File: src/rtl/rtc_emu_pkg.sv
// Package: shared encodings for the RTC interrupt emulation engine.
// Assumes: enable and flag bit positions are fixed by the requirements.
package rtc_emu_pkg;
    typedef enum logic [1:0] {
        PH_IDLE = 2'd0,
        PH_STEP = 2'd1,
        PH_EVAL = 2'd2
    } phase_t;

    localparam int EN_UPD = 0;
    localparam int EN_ALM = 1;
    localparam int EN_PER = 2;

    localparam logic [7:0] FLG_UPD = 8'h10;
    localparam logic [7:0] FLG_ALM = 8'h20;
    localparam logic [7:0] FLG_PER = 8'h40;
    localparam logic [7:0] FLG_IRQ = 8'h80;

    localparam logic [1:0] SEL_EN   = 2'd0;
    localparam logic [1:0] SEL_ALM  = 2'd1;
    localparam logic [1:0] SEL_RATE = 2'd2;

    localparam int BASE_HZ_LG = 6;
endpackage

File: src/rtl/rtc_rate_cfg.sv
// Module: configuration registers (enables, alarm time, periodic rate).
// Derives the divider limit and the fast delta from a power-of-two rate,
// picks the active delta, and flags the arming condition on an enable write.
// Assumes: rate values are powers of two; non power-of-two rates use their top bit.
module rtc_rate_cfg
    import rtc_emu_pkg::*;
#(
    parameter int CW = 32,
    parameter logic [CW-1:0] DEF_DELTA = 32'd262144,
    parameter int RW = 14
) (
    input  logic          clk,
    input  logic          rst_n,
    input  logic          cfg_we,
    input  logic [1:0]    cfg_sel,
    input  logic [23:0]   cfg_wdata,
    output logic [2:0]    en_o,
    output logic [7:0]    alm_hour_o,
    output logic [7:0]    alm_min_o,
    output logic [7:0]    alm_sec_o,
    output logic [6:0]    lim_o,
    output logic [CW-1:0] delta_o,
    output logic          arm_o,
    output logic [CW-1:0] arm_delta_o
);
    localparam int LGW = $clog2(RW) + 1;

    logic [2:0]    en_q;
    logic [6:0]    lim_q;
    logic [CW-1:0] fast_q;
    logic [RW-1:0] rate_w;
    logic [LGW-1:0] rate_lg;

    // Highest set bit of the requested rate.
    always_comb begin
        rate_lg = '0;
        for (int i = 0; i < RW; i++) begin
            if (rate_w[i]) rate_lg = LGW'(i);
        end
    end

    assign rate_w = cfg_wdata[RW-1:0];

    // Register updates for the three write targets.
    always_ff @(posedge clk) begin
        if (!rst_n) begin
            en_q       <= '0;
            alm_hour_o <= '0;
            alm_min_o  <= '0;
            alm_sec_o  <= '0;
            lim_q      <= 7'd1;
            fast_q     <= DEF_DELTA;
        end else if (cfg_we) begin
            case (cfg_sel)
                SEL_EN: en_q <= cfg_wdata[2:0];
                SEL_ALM: begin
                    alm_hour_o <= cfg_wdata[23:16];
                    alm_min_o  <= cfg_wdata[15:8];
                    alm_sec_o  <= cfg_wdata[7:0];
                end
                SEL_RATE: begin
                    if (rate_w != '0) begin
                        if (rate_lg <= LGW'(BASE_HZ_LG)) begin
                            lim_q <= 7'd64 >> rate_lg;
                        end else begin
                            lim_q  <= 7'd0;
                            fast_q <= DEF_DELTA >> (rate_lg - LGW'(BASE_HZ_LG));
                        end
                    end
                end
                default: ;
            endcase
        end
    end

    // Active delta and arming decision.
    always_comb begin
        delta_o     = (en_q[EN_PER] && lim_q == 7'd0) ? fast_q : DEF_DELTA;
        arm_o       = cfg_we && cfg_sel == SEL_EN && en_q == 3'd0 && cfg_wdata[2:0] != 3'd0;
        arm_delta_o = (cfg_wdata[EN_PER] && lim_q == 7'd0) ? fast_q : DEF_DELTA;
    end

    assign en_o  = en_q;
    assign lim_o = lim_q;


    lim_range_chk: assert property (@(posedge clk) disable iff (!rst_n)
        lim_q <= 7'd64);
endmodule

File: src/rtl/rtc_rearm.sv
// Module: comparator re-arm with catch-up over missed ticks.
// On a tick it steps the comparator by the delta, one step per cycle, until
// the comparator is ahead of the live counter; extra steps are lost ticks.
// Assumes: cnt_now is a wrapping counter compared with signed differences.
module rtc_rearm
    import rtc_emu_pkg::*;
#(
    parameter int CW = 32,
    parameter int LW = 8
) (
    input  logic          clk,
    input  logic          rst_n,
    input  logic [CW-1:0] cnt_now,
    input  logic          tick_i,
    input  logic          en_any_i,
    input  logic [CW-1:0] delta_i,
    input  logic          arm_i,
    input  logic [CW-1:0] arm_delta_i,
    output logic [CW-1:0] cmp_val_o,
    output logic          cmp_en_o,
    output logic          eval_o,
    output logic [LW-1:0] lost_o
);
    phase_t        phase_q;
    logic [CW-1:0] cmp_q;
    logic [CW-1:0] cmp_nxt;
    logic          behind;
    logic [LW-1:0] extra_q;

    // Candidate next comparator value and lateness test.
    always_comb begin
        cmp_nxt = cmp_q + delta_i;
        behind  = $signed(cnt_now - cmp_nxt) > 0;
    end

    // Phase sequencer, comparator register and lost-tick tally.
    always_ff @(posedge clk) begin
        if (!rst_n) begin
            phase_q  <= PH_IDLE;
            cmp_q    <= '0;
            cmp_en_o <= 1'b0;
            extra_q  <= '0;
            lost_o   <= '0;
        end else begin
            case (phase_q)
                PH_IDLE: begin
                    if (tick_i && cmp_en_o) begin
                        if (en_any_i) begin
                            phase_q <= PH_STEP;
                            extra_q <= '0;
                        end else begin
                            cmp_en_o <= 1'b0;
                        end
                    end
                end
                PH_STEP: begin
                    cmp_q <= cmp_nxt;
                    if (behind) begin
                        if (extra_q != '1) extra_q <= extra_q + 1'b1;
                    end else begin
                        lost_o  <= extra_q;
                        phase_q <= PH_EVAL;
                    end
                end
                default: phase_q <= PH_IDLE;
            endcase
            if (arm_i) begin
                cmp_q    <= cnt_now + arm_delta_i;
                cmp_en_o <= 1'b1;
            end
        end
    end

    assign cmp_val_o = cmp_q;
    assign eval_o    = (phase_q == PH_EVAL);


    eval_from_step_chk: assert property (@(posedge clk) disable iff (!rst_n)
        (phase_q == PH_EVAL) |-> ($past(phase_q) == PH_STEP));
endmodule

File: src/rtl/rtc_flag_gen.sv
// Module: flag generation for update, periodic and alarm sources.
// Evaluates once per re-armed tick and emits the flag word with an IRQ pulse.
// Assumes: eval_i is a single-cycle strobe issued after the re-arm settles.
module rtc_flag_gen
    import rtc_emu_pkg::*;
#(
    parameter int LW = 8,
    parameter int PCW = 16
) (
    input  logic          clk,
    input  logic          rst_n,
    input  logic          eval_i,
    input  logic [2:0]    en_i,
    input  logic [7:0]    tod_hour,
    input  logic [7:0]    tod_min,
    input  logic [7:0]    tod_sec,
    input  logic [7:0]    alm_hour,
    input  logic [7:0]    alm_min,
    input  logic [7:0]    alm_sec,
    input  logic [6:0]    lim_i,
    input  logic [LW-1:0] lost_i,
    output logic          irq_o,
    output logic [15:0]   irq_word
);
    logic [PCW-1:0] pcnt_q;
    logic [PCW:0]   pcnt_sum;
    logic [PCW-1:0] pcnt_nxt;
    logic [7:0]     prev_sec_q;
    logic           upd_hit, per_hit, alm_hit;
    logic [7:0]     flags;

    // Source decisions for the current evaluation.
    always_comb begin
        pcnt_sum = {1'b0, pcnt_q} + (PCW+1)'(lost_i) + 1'b1;
        pcnt_nxt = pcnt_sum[PCW] ? '1 : pcnt_sum[PCW-1:0];
        upd_hit  = en_i[EN_UPD] && (tod_sec != prev_sec_q);
        per_hit  = en_i[EN_PER] && (pcnt_nxt >= PCW'(lim_i));
        alm_hit  = en_i[EN_PER] && tod_hour == alm_hour &&
                   tod_min == alm_min && tod_sec == alm_sec;
        flags    = (upd_hit ? FLG_UPD : 8'h00) | (per_hit ? FLG_PER : 8'h00) |
                   (alm_hit ? FLG_ALM : 8'h00);
    end

    // Divider count and stored seconds, updated on evaluation.
    always_ff @(posedge clk) begin
        if (!rst_n) begin
            pcnt_q     <= '0;
            prev_sec_q <= '0;
        end else if (eval_i) begin
            if (upd_hit) prev_sec_q <= tod_sec;
            if (en_i[EN_PER]) pcnt_q <= per_hit ? '0 : pcnt_nxt;
        end
    end

    // Output pulse and word, zero outside the pulse.
    always_ff @(posedge clk) begin
        if (!rst_n) begin
            irq_o    <= 1'b0;
            irq_word <= '0;
        end else if (eval_i && flags != 8'h00) begin
            irq_o    <= 1'b1;
            irq_word <= {8'd1, flags | FLG_IRQ};
        end else begin
            irq_o    <= 1'b0;
            irq_word <= '0;
        end
    end


    irq_pulse_chk: assert property (@(posedge clk) disable iff (!rst_n)
        irq_o |=> !irq_o);

    irq_word_chk: assert property (@(posedge clk) disable iff (!rst_n)
        irq_o |-> (irq_word[15:8] == 8'd1 && irq_word[7] && irq_word[6:4] != 3'd0));
endmodule

File: src/rtl/rtc_irq_emu.sv
// Module: top of the RTC interrupt emulation engine.
// Ties configuration, comparator re-arm and flag generation together.
// Assumes: tick_i pulses when the external comparator matches cmp_val.
module rtc_irq_emu
    import rtc_emu_pkg::*;
#(
    parameter int CW = 32,
    parameter logic [CW-1:0] DEF_DELTA = 32'd262144,
    parameter int LW = 8
) (
    input  logic          clk,
    input  logic          rst_n,
    input  logic [CW-1:0] cnt_now,
    input  logic          tick_i,
    input  logic [7:0]    tod_hour,
    input  logic [7:0]    tod_min,
    input  logic [7:0]    tod_sec,
    input  logic          cfg_we,
    input  logic [1:0]    cfg_sel,
    input  logic [23:0]   cfg_wdata,
    output logic [CW-1:0] cmp_val,
    output logic          cmp_en,
    output logic          irq_o,
    output logic [15:0]   irq_word,
    output logic [LW-1:0] lost_o
);
    logic [2:0]    en;
    logic [7:0]    alm_h, alm_m, alm_s;
    logic [6:0]    lim;
    logic [CW-1:0] delta, arm_delta;
    logic          arm, eval;

    rtc_rate_cfg #(.CW(CW), .DEF_DELTA(DEF_DELTA)) u_cfg (
        .clk(clk), .rst_n(rst_n), .cfg_we(cfg_we), .cfg_sel(cfg_sel),
        .cfg_wdata(cfg_wdata), .en_o(en), .alm_hour_o(alm_h), .alm_min_o(alm_m),
        .alm_sec_o(alm_s), .lim_o(lim), .delta_o(delta), .arm_o(arm),
        .arm_delta_o(arm_delta)
    );

    rtc_rearm #(.CW(CW), .LW(LW)) u_rearm (
        .clk(clk), .rst_n(rst_n), .cnt_now(cnt_now), .tick_i(tick_i),
        .en_any_i(en != 3'd0), .delta_i(delta), .arm_i(arm),
        .arm_delta_i(arm_delta), .cmp_val_o(cmp_val), .cmp_en_o(cmp_en),
        .eval_o(eval), .lost_o(lost_o)
    );

    rtc_flag_gen #(.LW(LW)) u_flags (
        .clk(clk), .rst_n(rst_n), .eval_i(eval), .en_i(en),
        .tod_hour(tod_hour), .tod_min(tod_min), .tod_sec(tod_sec),
        .alm_hour(alm_h), .alm_min(alm_m), .alm_sec(alm_s), .lim_i(lim),
        .lost_i(lost_o), .irq_o(irq_o), .irq_word(irq_word)
    );


    no_irq_when_off_chk: assert property (@(posedge clk) disable iff (!rst_n)
        !cmp_en |-> !irq_o);
endmodule

File: config.mk
export PLATFORM = sky130hd
export DESIGN_NAME = rtc_irq_emu
export DESIGN_NICKNAME = d
export VERILOG_FILES = /design/src/rtl/rtc_emu_pkg.sv /design/src/rtl/rtc_rate_cfg.sv /design/src/rtl/rtc_rearm.sv /design/src/rtl/rtc_flag_gen.sv /design/src/rtl/rtc_irq_emu.sv
export SDC_FILE = /design/constraint.sdc
export NUM_CORES = 1
export LEC_CHECK = 0
export ABC_AREA = 1
export BUFFER_PORTS_ARGS = -buffer_cell sky130_fd_sc_hd__buf_2
export CORE_MARGIN = 2
export CORE_UTILIZATION = 60
export DETAILED_ROUTE_END_ITERATION = 10
export HOLD_SLACK_MARGIN = 0.06
export PLACE_DENSITY = 0.82
export SKIP_CTS_REPAIR_TIMING = 1
export SYNTH_ARGS = -nofsm -noshare
export SYNTH_HDL_FRONTEND = slang
export SYNTH_SLANG_ARGS = --single-unit
File: constraint.sdc
create_clock -name clk -period 7 [get_ports clk]
set_input_delay 0 -clock clk [delete_from_list [all_inputs] [get_ports clk]]
set_output_delay 0 -clock clk [all_outputs]
set_load 0.1 [all_outputs]
==> metrics <==
Largest register FFs=32; total detailed-routing wirelength=37260 µm; Clk Latency, worst-skew pair=0.43 ns; nets=2217; prevailing post-synth register cell=dfxtp_1; mux cell area share after synthesis=0%; synthesized instance count=1891; endpoint kind of the worst setup timing path=flip-flop; count of filler cells inserted in the layout=1658; gr usage total=33.96%; Avg Synthesized Cell Area=6.123 µm²; die width=142.9 µm; buffer type at the clock tree root=clkbuf_16; via count=13210; Post-Synth Adder-Cell Area=9.012%; fraction of synthesized cell area taken by the top area cell type=22.82%; Crit Path Class=reg -> reg; clock buffers created by TritonCTS=17; number of iterations in the first detailed-routing pass=6; maximum cell stage delay along the critical path=0.35 ns; leakage power=6.593 nW; initial antenna violation count=0; 1st-iter DRT viols=1224; clock tree from TritonCTS=done; RSZ-0062 raised after global routing=no; netlist area before placement=11580 µm²; DR WL/cell=16.04 µm; post-route ant nets=0; num rows=50; gr ovfl total=0; I/O pin count=144; area post-placement=12400 µm²; final count of hold timing violations=0; main combinational cell family by area after synthesis=simple AND/OR/NAND/NOR gates; data required time at the worst endpoint=7.36 ns; Die Height=142.9 µm; pin count of the biggest net entering global routing=87; first-pass GRT wire length=55570 µm; standard cell with the maximum stage delay on the critical path=ha_1; final RePlAce weighted congestion=0.9578; DRC violations left=0; Post-synth EDFFs=0; part of the Yosys area used for sequential elements=22.82%; final setup TNS=0 ns; final max-slew violation count=0; Clock Sinks=132; share of the clock period used by the worst path after layout=86.00%; Finish-stage setup viols=0; total die area=20420 µm²; share of flip-flops with an asynchronous set or reset=0%; number of buffers on the longest clock path=2; CP arrival=6.38 ns; initial core utilization=61.49%; remaining max-slew budget at the tightest pin=23.99%; xor/xnor cell area share of the yosys netlist=4.992%; # Max-Cap Violations=0; highest ir drop seen on vdd=0.0002127 V; Worst Path Max Fanout=23; measured slew at the worst slew-check pin=1.137 ns; class of the worst hold path=in -> reg; Compound-Gate Fraction of Synth Area=15.79%; flops & latches, synth=132; Yosys cell types=48; element type at the critical path start=flip-flop; most common cell type on the critical path=nand2_1; Clock transition at path regs=0.07 ns; YS warnings=0; Floorplan Core Area=18830 µm²; Synth area leaders=dfxtp_1, nand2_1, inv_1; total half-perimeter wirelength after legalization and detailed placement=27290 µm; number of global-route vias before repair=11504; final instance area=13410 µm²; number of antenna repair diodes=0; layout-stage area growth over the synthesis result=15.84%; result of the run=finished clean; ratio of total power to cell area=163.8 nW/µm²; count of buffers inserted at the top-level ports=132; min cycle time layout=6.020 ns; Synth Area in Simple Gates=35.39%; most area-hungry cell type in the Yosys netlist=dfxtp_1; fraction of final layout cells sized beyond drive strength 1=11.73%; depth of the CTS H-tree=4; peak clock frequency supported by timing=0.1661 GHz; setup clock skew after layout=0.01262 ns; vias per std cell=5.687
## cell usage in the layout (no fill, tap or decap), types with 12 or more instances in the layout
master	count
o21ai_0	97
a21oi_1	146
nand4_1	20
ha_1	77
xor2_1	43
nand3_2	19
nor4_1	12
nor2_1	196
buf_2	132
nor2_2	16
xnor2_1	23
clkbuf_16	17
nor3_1	36
nand2_2	21
inv_1	281
nand3_1	145
dfxtp_1	132
nand2_1	453
o221ai_1	13
dlygate4sd3_1	41
## path summary, 6_finish.rpt
check / startpoint / end / slack, ns / cells after the start
max: u_cfg.lim_o[2]$_SDFFE_PN0P_ / u_rearm.extra_q[1]$_SDFFE_PN0P_ / 0.98 / 42
max reg2reg: u_cfg.lim_o[2]$_SDFFE_PN0P_ / u_rearm.extra_q[1]$_SDFFE_PN0P_ / 0.98 / 42
min reg2reg: u_flags.pcnt_q[7]$_SDFFE_PN0P_ / u_flags.pcnt_q[7]$_SDFFE_PN0P_ / 0.44 / 2
min: cnt_now[28] / u_rearm.cmp_val_o[28]$_SDFFE_PN0P_ / 0.02 / 4
## worst max-delay path, delay by kind of cell, from the launching register on
family	cells	cell delay, ns
AOI/OAI and AO/OA	2	0.42
xor gates and xnor gates	1	0.25
adders and majority gates	2	0.55
buffers and inverters	9	0.92
DFF	1	0.32
and+or+nand+nor	28	3.48
## report_power, final
part | total, mW | internal, mW | switching (mW)
sequential | 0.792 | 0.773 | 0.0183
clock | 0.903 | 0.509 | 0.395
combinational | 0.502 | 0.154 | 0.348
total | 2.20 | 1.44 | 0.761
## routing by layer
| layer | vias up | GRT usage, % | part of all wire [%] |
|---|---|---|---|
| met5 | - | 0 | 0 |
| met4 | 0 | 12.35 | 4.3 |
| met3 | 142 | 5.399 | 7.8 |
| met2 | 654 | 55.20 | 45 |
| met1 | 5930 | 45.53 | 43 |
| li1 | 6484 | - | - |
## per-stage QoR
step                util [%]  total power, mW  setup slack [ns]  std cells  hold WS (ns)
global placement       65.83            1.271            0.9629       2249        0.2510
detailed placement     65.83            1.276            0.8024       2249        0.2577
CTS                    68.92            2.165            0.7523       2281       -0.1834
floorplan                  -            1.156             2.071       1901        0.1349
global route           71.23            2.276            0.1956       2323       0.07261
finish                 71.23            2.198            0.9798       2323       0.02137
## final cells by class
type                       count  area [µm²]  share of cell area (%)
multi-input combinational   1419        7596                   56.63
clock inverter                14       143.9                   1.073
timing repair buffer         180        1136                   8.470
tap                          260       325.3                   2.425
clock buffer                  18       439.2                   3.274
sequential                   132        2643                   19.70
inverter                     300        1130                   8.423
## Yosys cell counts, types with 3 or more instances
library cell	instances
o21bai_1	5
a211oi_1	6
dfxtp_1	132
nor2_1	197
a21oi_1	146
nor4_1	12
ha_1	77
o2111ai_1	3
buf_4	15
nand3b_1	8
nand2_1	453
xnor2_1	23
nand4_1	20
xor2_1	43
nor3_1	37
buf_1	3
nor2_2	15
nand3_1	145
o21ai_0	97
o21a_1	4
o22ai_1	9
fa_1	4
clkinv_1	12
clkbuf_1	30
nand2_2	21
nand3_2	19
inv_2	7
o21ai_1	3
a21o_1	4
o211ai_1	11
o221ai_1	13
a31oi_1	11
a21boi_0	4
inv_1	281
## cells by family after synthesis
kind of cell | after synthesis
and+or+nand+nor | 936
buffers and inverters | 350
AOI/OAI and AO/OA | 325
DFF | 132
adders and majority gates | 81
xor gates and xnor gates | 66
other | 1
No activity file was read; power rests on OpenSTA's default activity.
